File: src/rtl/xchg_pkg.sv
package xchg_pkg;
  localparam int NUM_PATHS = 4;
  localparam int PATH_A_B1 = 0;
  localparam int PATH_A_B2 = 1;
  localparam int PATH_B1_A = 2;
  localparam int PATH_B2_A = 3;
endpackage

File: src/rtl/xchg_hold_path.sv
module xchg_hold_path #(
  parameter int W = 12
) (
  input  logic         clk,
  input  logic         rst,
  input  logic         open_i,
  input  logic [W-1:0] d_i,
  output logic [W-1:0] q_o
);
  logic [W-1:0] held_q;

  always_ff @(posedge clk) begin
    if (rst)         held_q <= '0;
    else if (open_i) held_q <= d_i;
  end

  // transparent while open, last sampled value while closed
  assign q_o = open_i ? d_i : held_q;
endmodule

File: src/rtl/xchg_port_drv.sv
module xchg_port_drv #(
  parameter int W = 12
) (
  input  logic         oe_n_i,
  input  logic [W-1:0] d_i,
  output logic [W-1:0] out_o,
  output logic         drive_o
);
  assign drive_o = ~oe_n_i;
  assign out_o   = oe_n_i ? '0 : d_i;
endmodule

File: src/rtl/xchg_bus_exchanger.sv
module xchg_bus_exchanger
  import xchg_pkg::*;
#(
  parameter int W = 12
) (
  input  logic         clk,
  input  logic         rst,
  input  logic [W-1:0] a_in,
  input  logic [W-1:0] b1_in,
  input  logic [W-1:0] b2_in,
  input  logic         pass_a_to_b1,
  input  logic         pass_a_to_b2,
  input  logic         pass_b1_to_a,
  input  logic         pass_b2_to_a,
  input  logic         route_b1,
  input  logic         a_oe_n,
  input  logic         b1_oe_n,
  input  logic         b2_oe_n,
  output logic [W-1:0] a_out,
  output logic         a_drive,
  output logic [W-1:0] b1_out,
  output logic         b1_drive,
  output logic [W-1:0] b2_out,
  output logic         b2_drive
);
  logic [W-1:0]         path_d [NUM_PATHS];
  logic [W-1:0]         path_q [NUM_PATHS];
  logic [NUM_PATHS-1:0] path_open;
  logic [W-1:0]         return_sel;

  assign path_d[PATH_A_B1] = a_in;
  assign path_d[PATH_A_B2] = a_in;
  assign path_d[PATH_B1_A] = b1_in;
  assign path_d[PATH_B2_A] = b2_in;

  assign path_open[PATH_A_B1] = pass_a_to_b1;
  assign path_open[PATH_A_B2] = pass_a_to_b2;
  assign path_open[PATH_B1_A] = pass_b1_to_a;
  assign path_open[PATH_B2_A] = pass_b2_to_a;

  for (genvar p = 0; p < NUM_PATHS; p++) begin : g_path
    xchg_hold_path #(.W(W)) u_path (
      .clk    (clk),
      .rst    (rst),
      .open_i (path_open[p]),
      .d_i    (path_d[p]),
      .q_o    (path_q[p])
    );
  end

  // return multiplexer toward the processor side
  always_comb begin
    if (route_b1) return_sel = path_q[PATH_B1_A];
    else          return_sel = path_q[PATH_B2_A];
  end

  xchg_port_drv #(.W(W)) u_drv_a (
    .oe_n_i (a_oe_n), .d_i (return_sel),
    .out_o  (a_out),  .drive_o (a_drive)
  );
  xchg_port_drv #(.W(W)) u_drv_b1 (
    .oe_n_i (b1_oe_n), .d_i (path_q[PATH_A_B1]),
    .out_o  (b1_out),  .drive_o (b1_drive)
  );
  xchg_port_drv #(.W(W)) u_drv_b2 (
    .oe_n_i (b2_oe_n), .d_i (path_q[PATH_A_B2]),
    .out_o  (b2_out),  .drive_o (b2_drive)
  );
endmodule

File: config.mk
export PLATFORM = sky130hd
export DESIGN_NAME = xchg_bus_exchanger
export DESIGN_NICKNAME = d
export VERILOG_FILES = /design/src/rtl/xchg_pkg.sv /design/src/rtl/xchg_hold_path.sv /design/src/rtl/xchg_port_drv.sv /design/src/rtl/xchg_bus_exchanger.sv
export SDC_FILE = /design/constraint.sdc
export NUM_CORES = 1
export LEC_CHECK = 0
export BUFFER_PORTS_ARGS = -buffer_cell sky130_fd_sc_hd__buf_2
export CORE_MARGIN = 10
export CORE_UTILIZATION = 25
export DETAILED_ROUTE_END_ITERATION = 8
export HOLD_SLACK_MARGIN = 0.12
export SYNTH_ARGS = -nofsm -noshare
export SYNTH_HDL_FRONTEND = slang
export SYNTH_HIERARCHICAL = 1
export SYNTH_SLANG_ARGS = --single-unit
File: constraint.sdc
create_clock -name clk -period 1.43 [get_ports clk]
set_input_delay 0.143 -clock clk [delete_from_list [all_inputs] [get_ports clk]]
set_output_delay 0.143 -clock clk [all_outputs]
set_load 0.05 [all_outputs]
==> flow_metrics.env <==
export IMPL_dp_hpwl_um=4670
export IMPL_antenna_cells=0
export IMPL_netlist_top_cells_area="dfxtp_1, mux2_4, nor2b_4"
export IMPL_crit_path_frequent_cell="mux2_4"
export IMPL_regArea_sq_um=961
export IMPL_final_area_sq_mm=0.00364
export IMPL_fin_skew_ps=0
export IMPL_p_switching_w=0.000994
export IMPL_max_freq_mhz=618
export IMPL_cts_buffers=5
export IMPL_crit_buf_inv=1
export IMPL_largestRegisters="g_path.u_path/held_q (48)"
export IMPL_met2_length_um=2790
export IMPL_synth_top_area_share=0.354
export IMPL_rsz0062_at_grt="yes"
export IMPL_fin_nets=344
export IMPL_core_area_sq_mm=0.0105
export IMPL_pwr_share_seq=0.415
export IMPL_clk_pin_slew_ps=90
export IMPL_crit_arrival_ps=1480
export IMPL_post_route_worst_setup_slack_ps=-189
export IMPL_cp_depth=4
export IMPL_wl_met3_um=629
export IMPL_hold_path_cell_count=3
export IMPL_crit_chain="mux2_4, mux2_4, and2b_2, buf_6"
export IMPL_postRouteAntennaNets=0
export IMPL_period_needed_ps=1620
export IMPL_die_width_um=124
export IMPL_io_pins=85
export IMPL_internal_power_w=0.00246
export IMPL_clockBufferDepth=2
export IMPL_grt_max_degree=49
export IMPL_slew_headroom=0.639
export IMPL_report_final_hold_viol_count=0
export IMPL_ctsHoldBuffers=0
export IMPL_tightest_slew_ps=542
export IMPL_cts_tree="done"
export IMPL_first_pass_iters=3
export IMPL_root_buffer="clkbuf_8"
export IMPL_wl_met1_um=2760
export IMPL_drt_initial_drc_count=43
export IMPL_syn_area_sq_mm=0.00271
export IMPL_fin_crit_sh=1.13
export IMPL_maxSlewViolCount=0
export IMPL_fill_cells=1079
export IMPL_status="complete, but fails checks"
export IMPL_largest_reg_flops=48
export IMPL_postSynthNetCount=253
export IMPL_top_register="g_path.u_path/held_q"
export IMPL_p_leak_nw=1.72
export IMPL_avgViaCountPerCell=3.89
export IMPL_synthFlopType="dfxtp_1"
export IMPL_num_rows=37
export IMPL_initial_utilization=0.259
export IMPL_worstSetupStartpointType="flip-flop"
export IMPL_required_ps=1290
export IMPL_wirelength_um=6210
export IMPL_netlist_instances=207
export IMPL_synth_seq_area_share=0.354
export IMPL_antenna_found_initial=0
export IMPL_critPathTopFamily="multiplexers"
export IMPL_dpl_cell_area_sq_mm=0.00335
export IMPL_vias=1691
export IMPL_die_area_sq_mm=0.0154
export IMPL_fin_util=0.348
export IMPL_p_total_w=0.00345
export IMPL_clk_latency_ps=300
export IMPL_layout_drive_gt1_share=0.732
export IMPL_grt_pass1_vias=1871
export IMPL_synth_seq_cells=48
export IMPL_end_kind="primary output"
export IMPL_grt_remaining_overflow=0
export IMPL_avgSynthCellArea_sq_um=13.1
export IMPL_cts_htree_levels=2
export IMPL_synth_edff_count=0
export IMPL_power_density_mw_per_mm2=950
export IMPL_p_clk_frac=0.284
export IMPL_worstSetupPathType="flip-flop to primary output"
export IMPL_cts_sinks=48
export IMPL_wl_per_cell_um=14.3
export IMPL_violations="negative setup slack"
export IMPL_worst_path_max_fanout=2
export IMPL_ys_types=10
export IMPL_synthArstFlopShare=0
export IMPL_top_layer="met4"
export IMPL_stdcell_count=435
export IMPL_place_congestion=0.714
export IMPL_ys_warn_count=6
export IMPL_synthToLayoutAreaGrowth_pct=34.2
export IMPL_slowest_stage="dfxtp_1"
export IMPL_comb_power_share=0.301
export IMPL_vdd_drop_max_uv=599
export IMPL_min_delay_path_class="input pin to flip-flop"
export IMPL_ys_top_cells_by_count="mux2_4, dfxtp_1, nor2b_1, nor2b_4, nor2b_2"
export IMPL_cap_violations=0
export IMPL_drc=0
export IMPL_cpPeakStageDelay_ps=310
export IMPL_io_buffer_count=84
export IMPL_multi_input_area_sq_mm=0.00166
export IMPL_die_h_um=124
export IMPL_grt_pass1_wl_um=9690
export IMPL_reg2regPathDepth=3
export IMPL_pre_cts_slack_ps=-109
export IMPL_switching_share=0.288
export IMPL_yosys_area_top_type="dfxtp_1"
export IMPL_synth_most_common_cell="mux2_4"
export IMPL_grt_usage=0.0792
export IMPL_place_inst=425
export IMPL_setup_viol_count_final=12
[layout by cell type (no fill, tap or decap), drive strengths merged]
| master | instances |
|---|---|
| bufinv | 1 |
| mux2 | 60 |
| inv | 3 |
| clkinv | 1 |
| nor2b | 75 |
| clkbuf | 5 |
| clkinvlp | 1 |
| dfxtp | 48 |
| and2b | 9 |
| buf | 96 |
[metal layers]
layer,track usage,vias to the layer above
met5,0,-
met4,0.0173,0
met3,0.0308,2
met2,0.129,60
met1,0.0970,780
li1,-,849
[tightest hold or removal path, cell delays in order]
cell and delay, ps:
buf_2 70, mux2_2 140, nor2b_1 110
[power groups by stage]
stage                     clock (W)  combinational, W  sequential, W
after global routing        0.00109           0.00110        0.00144
after CTS                   0.00106           0.00104        0.00144
after floorplan                   0          0.000740        0.00146
after global placement            0          0.000965        0.00146
after detailed placement          0          0.000972        0.00147
final                      0.000981           0.00104        0.00143
[final timing paths]
check                                        startpoint                               endpoint  slack [ps]
hold reg to reg   g_path[0].u_path/held_q[3]$_SDFF_PP0_  g_path[0].u_path/held_q[3]$_SDFF_PP0_         580
hold / removal                                 b1_in[9]  g_path[2].u_path/held_q[9]$_SDFF_PP0_         190
setup / recovery  g_path[3].u_path/held_q[0]$_SDFF_PP0_                               a_out[0]        -190
setup reg to reg  g_path[3].u_path/held_q[8]$_SDFF_PP0_  g_path[3].u_path/held_q[8]$_SDFF_PP0_         510
[kinds of logic after synthesis]
| kind of cell | after synthesis | share of synthesized area |
|---|---|---|
| flops | 48 | 0.354 |
| simple gates | 84 | 0.282 |
| buf+inv | 15 | 0.0448 |
| mux | 60 | 0.318 |
[metrics by stage]
step	hold WS, ps	setup TNS (ps)
floorplan	207	0
CTS	181	-2100
finish	193	-1800
global placement	494	-877
detailed placement	504	-902
global route	180	-2520
[repair_timing]
action,in CTS,in global routing
resized for setup,36,17
gates cloned,0,0
endpoints found under the setup margin,16,22
buffers inserted,1,1
[area by class of cell]
class / instances / share of cell area
multi-input combinational: 144 / 0.457
sequential: 48 / 0.264
timing repair buffer: 96 / 0.198
tap: 136 / 0.0468
clock buffer: 5 / 0.0189
clock inverter: 3 / 0.0117
inverter: 3 / 0.00309
Note: power is estimated with default switching activity, not from simulation.
